--- src/rtl/fpc_pkg.sv ---
package fpc_pkg;
  typedef enum logic [2:0] {
    OP_NONE   = 3'd0,
    OP_PROG   = 3'd1,
    OP_ERPROG = 3'd2,
    OP_PERASE = 3'd3,
    OP_SERASE = 3'd4,
    OP_CERASE = 3'd5
  } fpc_op_e;
endpackage

--- src/rtl/fpc_page_buf.sv ---
module fpc_page_buf #(
  parameter int PAGE_BYTES = 64,
  parameter int LANE_W     = $clog2(PAGE_BYTES)
) (
  input  logic              clk,
  input  logic              rst,
  input  logic              wr_en,
  input  logic [LANE_W-1:0] wr_idx,
  input  logic [7:0]        wr_data,
  input  logic              clr,
  input  logic [LANE_W-1:0] rd_idx,
  output logic [7:0]        rd_data,
  output logic              rd_vld
);
  logic [7:0]            lane_mem [PAGE_BYTES];
  logic [PAGE_BYTES-1:0] loaded;

  // data lanes: plain RAM, no reset
  always_ff @(posedge clk) begin
    if (wr_en) lane_mem[wr_idx] <= wr_data;
  end

  always_ff @(posedge clk) begin
    if (rst) begin
      loaded <= '0;
    end else begin
      if (clr)   loaded <= '0;
      if (wr_en) loaded[wr_idx] <= 1'b1;
    end
  end

  assign rd_data = lane_mem[rd_idx];
  assign rd_vld  = loaded[rd_idx];

  // a clear leaves no lane marked
  p_clr_empties_r10: assert property (@(posedge clk) disable iff (rst)
    (clr && !wr_en) |=> (loaded == '0));
  // a written lane is marked
  p_load_marks_r10: assert property (@(posedge clk) disable iff (rst)
    wr_en |=> loaded[$past(wr_idx)]);
endmodule

--- src/rtl/fpc_guard.sv ---
module fpc_guard
  import fpc_pkg::*;
#(
  parameter int ADDR_W   = 12,
  parameter int PAGE_LSB = 6,
  parameter int SECT_LSB = 10,
  parameter int N_SECT   = 4
) (
  input  logic              cmd_go,
  input  logic [2:0]        cmd_code,
  input  logic [ADDR_W-1:0] cmd_addr,
  input  logic              busy,
  input  logic [N_SECT-1:0] sec_lock,
  output logic              accept,
  output logic              reject,
  output fpc_op_e           op,
  output logic [ADDR_W-1:0] base,
  output logic [ADDR_W-1:0] last
);
  logic known;
  logic blocked;

  always_comb begin
    known   = 1'b1;
    blocked = sec_lock[cmd_addr[ADDR_W-1:SECT_LSB]];
    op      = OP_NONE;
    base    = '0;
    last    = '0;
    case (cmd_code)
      3'd1, 3'd2, 3'd3: begin
        op   = fpc_op_e'(cmd_code);
        base = {cmd_addr[ADDR_W-1:PAGE_LSB], {PAGE_LSB{1'b0}}};
        last = ADDR_W'((1 << PAGE_LSB) - 1);
      end
      3'd4: begin
        op   = OP_SERASE;
        base = {cmd_addr[ADDR_W-1:SECT_LSB], {SECT_LSB{1'b0}}};
        last = ADDR_W'((1 << SECT_LSB) - 1);
      end
      3'd5: begin
        op      = OP_CERASE;
        base    = '0;
        last    = '1;
        blocked = |sec_lock;
      end
      default: known = 1'b0;
    endcase
    accept = cmd_go & ~busy & known & ~blocked;
    reject = cmd_go & ~accept;
  end
endmodule

--- src/rtl/fpc_sequencer.sv ---
module fpc_sequencer
  import fpc_pkg::*;
#(
  parameter int ADDR_W    = 12,
  parameter int LANE_W    = 6,
  parameter int SHORT_CYC = 100000,
  parameter int LONG_CYC  = 200000
) (
  input  logic              clk,
  input  logic              rst,
  input  logic              start,
  input  fpc_op_e           start_op,
  input  logic [ADDR_W-1:0] start_base,
  input  logic [ADDR_W-1:0] start_last,
  input  logic              lane_vld,
  input  logic [7:0]        lane_dat,
  output logic [LANE_W-1:0] lane_idx,
  output logic              busy,
  output logic              done,
  output logic              fin,
  output logic [ADDR_W-1:0] arr_addr,
  output logic [7:0]        arr_wdata,
  output logic              arr_we,
  output logic              arr_erase
);
  localparam int MAXC  = (LONG_CYC > SHORT_CYC) ? LONG_CYC : SHORT_CYC;
  localparam int CNT_W = $clog2(MAXC + 1);

  fpc_op_e           op_q;
  logic [ADDR_W-1:0] base_q, last_q, idx_q;
  logic              walk_q;
  logic [CNT_W-1:0]  tmr_q, tgt_q;
  logic              is_prog, is_ers, is_eprog;

  assign is_eprog = (op_q == OP_ERPROG);
  assign is_prog  = (op_q == OP_PROG) || is_eprog;
  assign is_ers   = (op_q == OP_PERASE) || (op_q == OP_SERASE) || (op_q == OP_CERASE);
  assign lane_idx = idx_q[LANE_W-1:0];
  assign fin      = busy && !walk_q && (tmr_q >= tgt_q);

  always_ff @(posedge clk) begin
    if (rst) begin
      busy      <= 1'b0;
      done      <= 1'b0;
      walk_q    <= 1'b0;
      op_q      <= OP_NONE;
      base_q    <= '0;
      last_q    <= '0;
      idx_q     <= '0;
      tmr_q     <= '0;
      tgt_q     <= '0;
      arr_addr  <= '0;
      arr_wdata <= '0;
      arr_we    <= 1'b0;
      arr_erase <= 1'b0;
    end else begin
      done      <= 1'b0;
      arr_we    <= 1'b0;
      arr_erase <= 1'b0;
      if (start) begin
        busy   <= 1'b1;
        op_q   <= start_op;
        base_q <= start_base;
        last_q <= start_last;
        idx_q  <= '0;
        walk_q <= 1'b1;
        tmr_q  <= '0;
        tgt_q  <= (start_op == OP_ERPROG) ? CNT_W'(LONG_CYC - 1) : CNT_W'(SHORT_CYC - 1);
      end else if (busy) begin
        if (tmr_q < tgt_q) tmr_q <= tmr_q + 1'b1;
        if (walk_q) begin
          arr_addr  <= base_q + idx_q;
          arr_wdata <= lane_dat;
          arr_we    <= is_prog & lane_vld;
          arr_erase <= is_ers | (is_eprog & lane_vld);
          idx_q     <= idx_q + 1'b1;
          if (idx_q == last_q) walk_q <= 1'b0;
        end
        if (fin) begin
          busy <= 1'b0;
          done <= 1'b1;
        end
      end
    end
  end

  // strobes only during an operation
  p_strobe_busy_r13: assert property (@(posedge clk) disable iff (rst)
    (arr_we || arr_erase) |-> busy);
  // strobes stay inside the command's range
  p_strobe_range_r13: assert property (@(posedge clk) disable iff (rst)
    (arr_we || arr_erase) |-> ((arr_addr - base_q) <= last_q));
  // single-cycle completion pulse
  p_done_single_r8: assert property (@(posedge clk) disable iff (rst)
    done |=> !done);
  // busy only falls together with done
  p_fall_done_r8: assert property (@(posedge clk) disable iff (rst)
    $fell(busy) |-> done);
  // an accepted command raises busy next cycle
  p_start_busy_r7: assert property (@(posedge clk) disable iff (rst)
    start |=> (busy && !done));
endmodule

--- src/rtl/flash_pgm_ctrl.sv ---
module flash_pgm_ctrl
  import fpc_pkg::*;
#(
  parameter int ADDR_W     = 12,
  parameter int PAGE_BYTES = 64,
  parameter int SECT_BYTES = 1024,
  parameter int SHORT_CYC  = 100000,
  parameter int LONG_CYC   = 200000,
  localparam int LANE_W    = $clog2(PAGE_BYTES),
  localparam int SECT_LSB  = $clog2(SECT_BYTES),
  localparam int N_SECT    = 1 << (ADDR_W - SECT_LSB)
) (
  input  logic              clk,
  input  logic              rst,
  input  logic              pb_wr,
  input  logic [LANE_W-1:0] pb_idx,
  input  logic [7:0]        pb_data,
  input  logic              pb_clr,
  input  logic              cmd_go,
  input  logic [2:0]        cmd_code,
  input  logic [ADDR_W-1:0] cmd_addr,
  input  logic [N_SECT-1:0] sec_lock,
  input  logic              rd_en,
  input  logic [ADDR_W-1:0] rd_addr,
  output logic [7:0]        rd_data,
  output logic              rd_ok,
  output logic              busy,
  output logic              done,
  output logic              err,
  output logic [ADDR_W-1:0] arr_addr,
  output logic [7:0]        arr_wdata,
  output logic              arr_we,
  output logic              arr_erase,
  output logic [ADDR_W-1:0] arr_raddr,
  input  logic [7:0]        arr_rdata
);
  logic              accept, reject, fin, lane_vld, rd_lock;
  fpc_op_e           g_op;
  logic [ADDR_W-1:0] g_base, g_last;
  logic [LANE_W-1:0] lane_idx;
  logic [7:0]        lane_dat;

  fpc_guard #(
    .ADDR_W(ADDR_W), .PAGE_LSB(LANE_W), .SECT_LSB(SECT_LSB), .N_SECT(N_SECT)
  ) u_guard (
    .cmd_go(cmd_go), .cmd_code(cmd_code), .cmd_addr(cmd_addr), .busy(busy),
    .sec_lock(sec_lock), .accept(accept), .reject(reject), .op(g_op),
    .base(g_base), .last(g_last)
  );

  fpc_page_buf #(.PAGE_BYTES(PAGE_BYTES), .LANE_W(LANE_W)) u_buf (
    .clk(clk), .rst(rst), .wr_en(pb_wr & ~busy), .wr_idx(pb_idx),
    .wr_data(pb_data), .clr((pb_clr & ~busy) | fin), .rd_idx(lane_idx),
    .rd_data(lane_dat), .rd_vld(lane_vld)
  );

  fpc_sequencer #(
    .ADDR_W(ADDR_W), .LANE_W(LANE_W), .SHORT_CYC(SHORT_CYC), .LONG_CYC(LONG_CYC)
  ) u_seq (
    .clk(clk), .rst(rst), .start(accept), .start_op(g_op),
    .start_base(g_base), .start_last(g_last), .lane_vld(lane_vld),
    .lane_dat(lane_dat), .lane_idx(lane_idx), .busy(busy), .done(done),
    .fin(fin), .arr_addr(arr_addr), .arr_wdata(arr_wdata), .arr_we(arr_we),
    .arr_erase(arr_erase)
  );

  always_ff @(posedge clk) begin
    if (rst)         err <= 1'b0;
    else if (reject) err <= 1'b1;
    else if (accept) err <= 1'b0;
  end

  // code-read path, gated by sector security
  assign arr_raddr = rd_addr;
  assign rd_lock   = sec_lock[rd_addr[ADDR_W-1:SECT_LSB]];

  always_ff @(posedge clk) begin
    if (rst) begin
      rd_data <= '0;
      rd_ok   <= 1'b0;
    end else begin
      rd_ok <= rd_en & ~rd_lock;
      if (rd_en) rd_data <= rd_lock ? 8'h00 : arr_rdata;
    end
  end

  // a command during an operation is flagged
  p_busy_reject_r9: assert property (@(posedge clk) disable iff (rst)
    (cmd_go && busy) |=> err);
  // secured bytes never come out of the read port
  p_read_lock_r12: assert property (@(posedge clk) disable iff (rst)
    (rd_en && rd_lock) |=> (!rd_ok && rd_data == 8'h00));
endmodule

--- config.mk ---
export PLATFORM = sky130hd
export DESIGN_NAME = flash_pgm_ctrl
export DESIGN_NICKNAME = d
export VERILOG_FILES = /design/src/rtl/fpc_pkg.sv /design/src/rtl/fpc_page_buf.sv /design/src/rtl/fpc_guard.sv /design/src/rtl/fpc_sequencer.sv /design/src/rtl/flash_pgm_ctrl.sv
export SDC_FILE = /design/constraint.sdc
export NUM_CORES = 1
export LEC_CHECK = 0
export BUFFER_PORTS_ARGS = -buffer_cell sky130_fd_sc_hd__buf_2
export CELL_PAD_IN_SITES_DETAIL_PLACEMENT = 1
export CELL_PAD_IN_SITES_GLOBAL_PLACEMENT = 2
export CORE_ASPECT_RATIO = 1.4
export CORE_MARGIN = 2
export CORE_UTILIZATION = 45
export DETAILED_ROUTE_END_ITERATION = 10
export PLACE_DENSITY = 0.84
export SYNTH_ARGS = -nofsm -noshare
export SYNTH_HDL_FRONTEND = slang
export SYNTH_SLANG_ARGS = --single-unit
--- constraint.sdc ---
create_clock -name clk -period 6.6 [get_ports clk]
set_input_delay 0.99 -clock clk [delete_from_list [all_inputs] [get_ports clk]]
set_output_delay 0.99 -clock clk [all_outputs]
set_load 0.02 [all_outputs]
After elaboration in Yosys (flattened, before gate mapping):

Memory sizes are Yosys's and may differ from the RTL's. A register that Yosys moved wholly into a read port is not among the register bits.
Index checks and enable logic that the tools add are counted.

* logic and storage cells: 104
* RAM bits: 512
* bits of input ports: 59
* memories: 1
* register bits after elaboration: 166

* equality and inequality tests: 12
* order comparisons: 7
* reduce and logical (&&, ||, !) cells: 18
* bitwise logic cells: 17
* add/subtract/negate cells: 3
* multiplexer cells: 30

Memories
* u_buf.lane_mem: depth 64, width 8, read ports 1, clocked after memory_dff 1, wr ports 1, line fpc_page_buf.sv:15 `logic [7:0] lane_mem [PAGE_BYTES];`

Operators by type and width (count)
* 2-to-1 mux 64 bit: 3
* OR 64 bit: 1
* one-hot mux 12 bit (3 select lines): 1
* one-hot mux 12 bit (2 select lines): 1
* adder 18 x 1 -> 18 bit, second input constant: 1
* greater-or-equal comparator 18 bit: 1
* < comparator 18 bit: 1
* 2-to-1 mux 1 bit: 18
* 2-to-1 mux 18 bit: 1
* == test 3 x 2 -> 1 bit, second input constant: 5
* < comparator 6 x 7 -> 1 bit, second input constant: 2
* adder 12 x 1 -> 12 bit, second input constant: 1
* adder 12 bit: 1
* == test 12 bit: 1
* == test 3 bit, second input constant: 4
* bitwise AND 1 bit: 9
* one-hot mux 3 bit (3 select lines): 1
* 2-to-1 mux 8 bit: 1
* OR reduction 4 bit: 2
* binary-select mux 1 bit (select 6 bit): 1
* demux 1 bit (select 6 bit): 1
* == test 3 x 1 -> 1 bit, second input constant: 2
* greater-or-equal comparator 6 x 1 -> 1 bit, second input constant: 1
* < comparator 2 x 3 -> 1 bit, second input constant: 2
* other kinds (12): 25

Longest topological paths before layout:

* depth after elaboration: 8
* mapped depth: 11
* gate-level depth less buffers: 9

Hierarchy:

From an unflattened synthesis, not the netlist that was laid out.

* cell total of the unflattened synthesis: 1867
* area, all modules: 28188.3 µm²

By module, submodules not included
* fpc_page_buf: times used 1, cells each 1271, area an instance 22944.5 µm²
* fpc_sequencer: times used 1, cells each 515, area an instance 4505.6 µm²
* flash_pgm_ctrl: times used 1, cells each 42, area an instance 455.4 µm²
* fpc_guard: times used 1, cells each 39, area an instance 282.8 µm²

Least setup slack after synthesis:

No wires, ideal clock.

* path type: in2reg
* from: input port cmd_code[2]
* to: register err
* setup slack: 3983 ps
* arrival time: 2490 ps
* cell stages on the path: 9
* setup time: 128 ps
* path through: clkbuf_1 -> and3b_1 -> o32a_1 -> o22ai_1 -> nand2_1 -> clkbuf_1 -> nand2b_1 -> clkbuf_1 -> nor2_1

* cells in the longest elaborated chain, start to end: 8
* elaborated cells on any way between the ends: 15
* those cells by class: 5 x eq/ne; 3 x mux; 5 x bitwise; 2 x reduce/logical

Ends and longest elaborated chain
* from (decl): line flash_pgm_ctrl.sv:20 `input logic [2:0] cmd_code,`
* == test 3 x 1 -> 1 bit, or another cell as far along: line fpc_guard.sv:29 `case (cmd_code)`
* OR reduction 5 bit (no line)
* 2-to-1 mux 1 bit: line fpc_guard.sv:29
* bitwise AND 1 bit: line fpc_guard.sv:48 `accept = cmd_go & ~busy & known & ~blocked;`
* bitwise AND 1 bit (*): line fpc_guard.sv:48
* inverter 1 bit: line fpc_guard.sv:49 `reject = cmd_go & ~accept;`
* bitwise AND 1 bit: line fpc_guard.sv:49
* 2-to-1 mux 1 bit or nonzero test 2 bit (tied branches)
* to (signal assigned): line flash_pgm_ctrl.sv:68 `if (rst) err <= 1'b0;`
* to (signal assigned): line flash_pgm_ctrl.sv:69 `else if (reject) err <= 1'b1;`
* to (signal assigned): line flash_pgm_ctrl.sv:70 `else if (accept) err <= 1'b0;`
* to (decl): line flash_pgm_ctrl.sv:29 `output logic err,`

Mark *: on every way between the ends. The rest lies on a longest branch, timed or not.
A chain may end at the register's enable or synchronous reset.

==> summary.txt <==
Yosys
  • Top cell type by total area after synthesis: edfxtp_1
  • Post-Synthesis Cells: approximately 1,500
  • Asr flop ratio synth: 0%
  • Synth top area share: about three fifths
  • Mapped Nets: about 1,600
  • Post-Syn Area per Cell: between 15 and 20 sq um
  • Number of synthesized flops with an enable pin: roughly 510
  • Synth Cell Area: ~26,000 sq um
  • Prevailing post-synth register cell: edfxtp_1
  • Sequential fraction of the synthesis area: 70.0%
  • Largest family of logic cells by synthesized area: multiplexers
  • Post-synthesis compound-gate area fraction: 6.35%
  • XOR/XNOR share of the synthesized area: 0.739%
  • Simple-gate share of the synthesized area: 5.40%
  • Cell variety after synth: 60
  • Dominant cells by area after synthesis: edfxtp_1, mux4_2, dfxtp_1
  • Adder-cell share of the synthesized area: between 1 and 1.5%
  • Multiplexer share of the synthesized area: between 10% and 20%
  • Synth warnings: 0
  • Yosys reg bits: 656

Placed design
  • GP Congestion: approximately 0.8
  • Post-DP HPWL: between 40,000 and 50,000 um
  • Setup WS pre-CTS: between 2 and 3 ns
  • Port Buffers: 78
  • Dpl cells: 2,269
  • Placed Area: 27,100 sq um

Clock network
  • Clk Latency, worst-skew pair: slightly above 0.6 ns
  • H-tree Lvls: 2
  • Setup bufs post-CTS: 0
  • Deepest clock path buffer count: 3
  • Num CTS Buffers: just under 60
  • Clk pin slew, worst setup/hold paths: approximately 0.070 ns
  • Hold buffers post-CTS: 0
  • Post_cts resized: 0
  • CTS root buf: clkbuf_16
  • TritonCTS clock tree: yes
  • Sink Count: roughly 660

STA
  • Fmax: about 280 MHz
  • Clock skew: 0.0200 ns
  • Unrepaired setup endpoints after global routing: false
  • Fin crit period: between 3 and 4 ns
  • Final Worst Setup Slack: between 3 and 4 ns
  • Setup TNS: 0 ns
  • Final setup vio count: 0
  • Hold WS: 0.462 ns
  • Final worst path period share: between 50% and 60%
  • Worst-Margin Slew: 1.26 ns
  • Hold Fails Final Rpt: 0
  • Fin. max-slew vios: 0
  • Worst slew margin: between 10% and 20%

Detailed routing
  • DRC Markers: 0
  • Initial DRC Count: between 1,000 and 1,500
  • Routed wire length per instance: approximately 27 um
  • Final wirelength: 63,800 um
  • First drt pass iteration count: 5
  • Vias per cell: 6.00
  • Detail Route Antenna Nets: 0
  • Via count: about 14,000

Power
  • Worst vdd ir: 0.201 mV
  • Cell Pwr Density: 283 nW/um^2
  • Leakage: about 9 nW

Cells and area
  • Number of diodes: 0
  • P&R area growth vs syn: 11.5%
  • Layout Cells excl Fill: between 2,000 and 2,500
  • Design Area, Final: approximately 29,000 sq um
  • Nets@finish: about 1,700
  • Layout cells sized above 1: around 23%

Floorplan
  • Placement Rows: between 100 and 150
  • CORE AREA: between 50,000 and 60,000 sq um
  • Die Span Y: ~290 um
  • Die Width: 207 um
  • Die Area: 59,900 sq um
  • Initial Util: 45.4%
  • Ports: 105

Setup path
  • Setup crit end kind: flip-flop
  • CP Cell Sequence: buf_12, mux4_2, mux4_2, a22o_1, a2111oi_0, nor3_1
  • CP Class: flip-flop to flip-flop
  • CP max stage cell: dfxtp_4
  • Critical path required time: about 7 ns
  • CP max stage delay: 0.87 ns
  • Worst path bufs/invs: 1
  • Crit-path max FO: 37
  • Startpoint types: flip-flop
  • WP data arrival: 4.02 ns
  • Top delay family on crit path: multiplexers
  • Top cell by count, worst path: mux4_2

Global route
  • Number of global-route vias before repair: about 15,000
  • Met3 Usage GRT: under 10%
  • Grt total ovfl: 0
  • Tot GR Track Use: approximately a fifth
  • GR peak layer: met2
  • Largest net degree at the start of global routing: 65
  • Initial antenna violation count: 0
  • First-pass GRT wire length: 97,100 um
  • Routing usage on met2: approximately two fifths
  • Grt met1 use: 26.3%

Run
  • Max_cap viols: 0

Run status
  • Status: finished, final reports clean

Min path
  • Hold crit path type: flip-flop to flip-flop
## path summary, 6_finish.rpt
path                      from                  to  slack [ns]  depth (start not counted)
max reg2reg     u_seq.idx_q[0]  u_seq.arr_wdata[0]        3.05                          6
max             u_seq.idx_q[0]  u_seq.arr_wdata[0]        3.05                          6
min          u_seq.arr_addr[9]   u_seq.arr_addr[9]        0.46                          2
min reg2reg  u_seq.arr_addr[9]   u_seq.arr_addr[9]        0.46                          2
## flip-flops by register name (all words and copies together), names as in the netlist, 3 cells and up
signal,cells
u_seq.arr_wdata,8
u_seq.arr_addr,12
rd_data,8
u_seq.tgt_q,3
u_buf.lane_mem,512
u_seq.op_q,3
u_seq.base_q,6
u_buf.loaded,64
u_seq.idx_q,12
u_seq.last_q,3
u_seq.tmr_q,18
## area by class of cell
type	instances	area, sq um
Fill cell	5302	28300
Sequential cell	656	18300
Multi-Input combinational cell	751	7260
Clock buffer	74	1540
Tap cell	742	928
Timing Repair Buffer	101	588
Clock inverter	38	413
Inverter	19	71.3
## routing by layer
layer / up-vias / share of wire (%)
met1: 7458 / 38
met3: 113 / 5.4
met5: - / 0
li1: 6189 / -
met4: 0 / 3.7
met2: 529 / 53
## worst reg2reg max path: stages, from the launching register on
cell,delay (ns)
dfxtp_4,0.87
buf_12,0.41
mux4_2,0.59
mux4_2,0.50
a22o_1,0.34
a2111oi_0,0.58
nor3_1,0.12
## synthesized netlist by cell type, drive strengths merged, types with 11 or more instances
| cell type | instances |
|---|---|
| mux4 | 156 |
| ha | 21 |
| o2bb2ai | 32 |
| mux2i | 15 |
| o21ai | 17 |
| dfxtp | 144 |
| nand4 | 11 |
| nor2 | 134 |
| a22oi | 34 |
| edfxtp | 512 |
| xnor2 | 12 |
| buf | 52 |
| a22o | 41 |
| or3 | 13 |
| a21oi | 67 |
| nand3 | 14 |
| nand2 | 56 |
| inv | 19 |
| clkbuf | 50 |
## through the flow
step	util (%)	total power, mW
after CTS	50.7	8.29
final	50.7	8.22
after floorplan	-	4.71
after global routing	50.7	8.44
after global placement	47.2	4.81
after detailed placement	47.2	4.83
## placed cells by master, fill, tap and decap left out, types with 9 or more instances in the layout
cell type    n
nand3_1     14
nand2_1     56
ha_1        21
xor2_1      10
o2bb2ai_1   32
dfxtp_1    141
a22oi_1     34
a22o_1      41
o21ai_0     16
buf_4       21
buf_2       78
clkinv_2    18
clkbuf_1    14
nor4_1       9
or3_1       13
mux2i_1     15
mux4_2     156
nand4_1     11
clkbuf_16   59
a21oi_1     67
nor2_1     133
xnor2_1     12
or2_2       10
inv_1       19
edfxtp_1   512
## cells by family (layout without fill, tap and decap cells)
family / count (synthesis) / in the layout
AO/OA/AOI/OAI: 232 / 232
adder cells (fa/ha/maj): 22 / 22
buffers and inverters: 121 / 232
multiplexers: 175 / 175
XOR/XNOR: 22 / 22
AND/OR/NAND/NOR: 300 / 300
flip-flops: 656 / 656
## report_power, final
part / switching (mW) / internal [mW] / leakage (nW) / total (mW)
Clock: 1.54 / 1.94 / 0.955 / 3.48
Sequential: 0.0149 / 4.47 / 5.77 / 4.49
Combinational: 0.177 / 0.0703 / 2.45 / 0.247
Total: 1.73 / 6.49 / 9.17 / 8.22
Power figures use the tool's default switching activity.
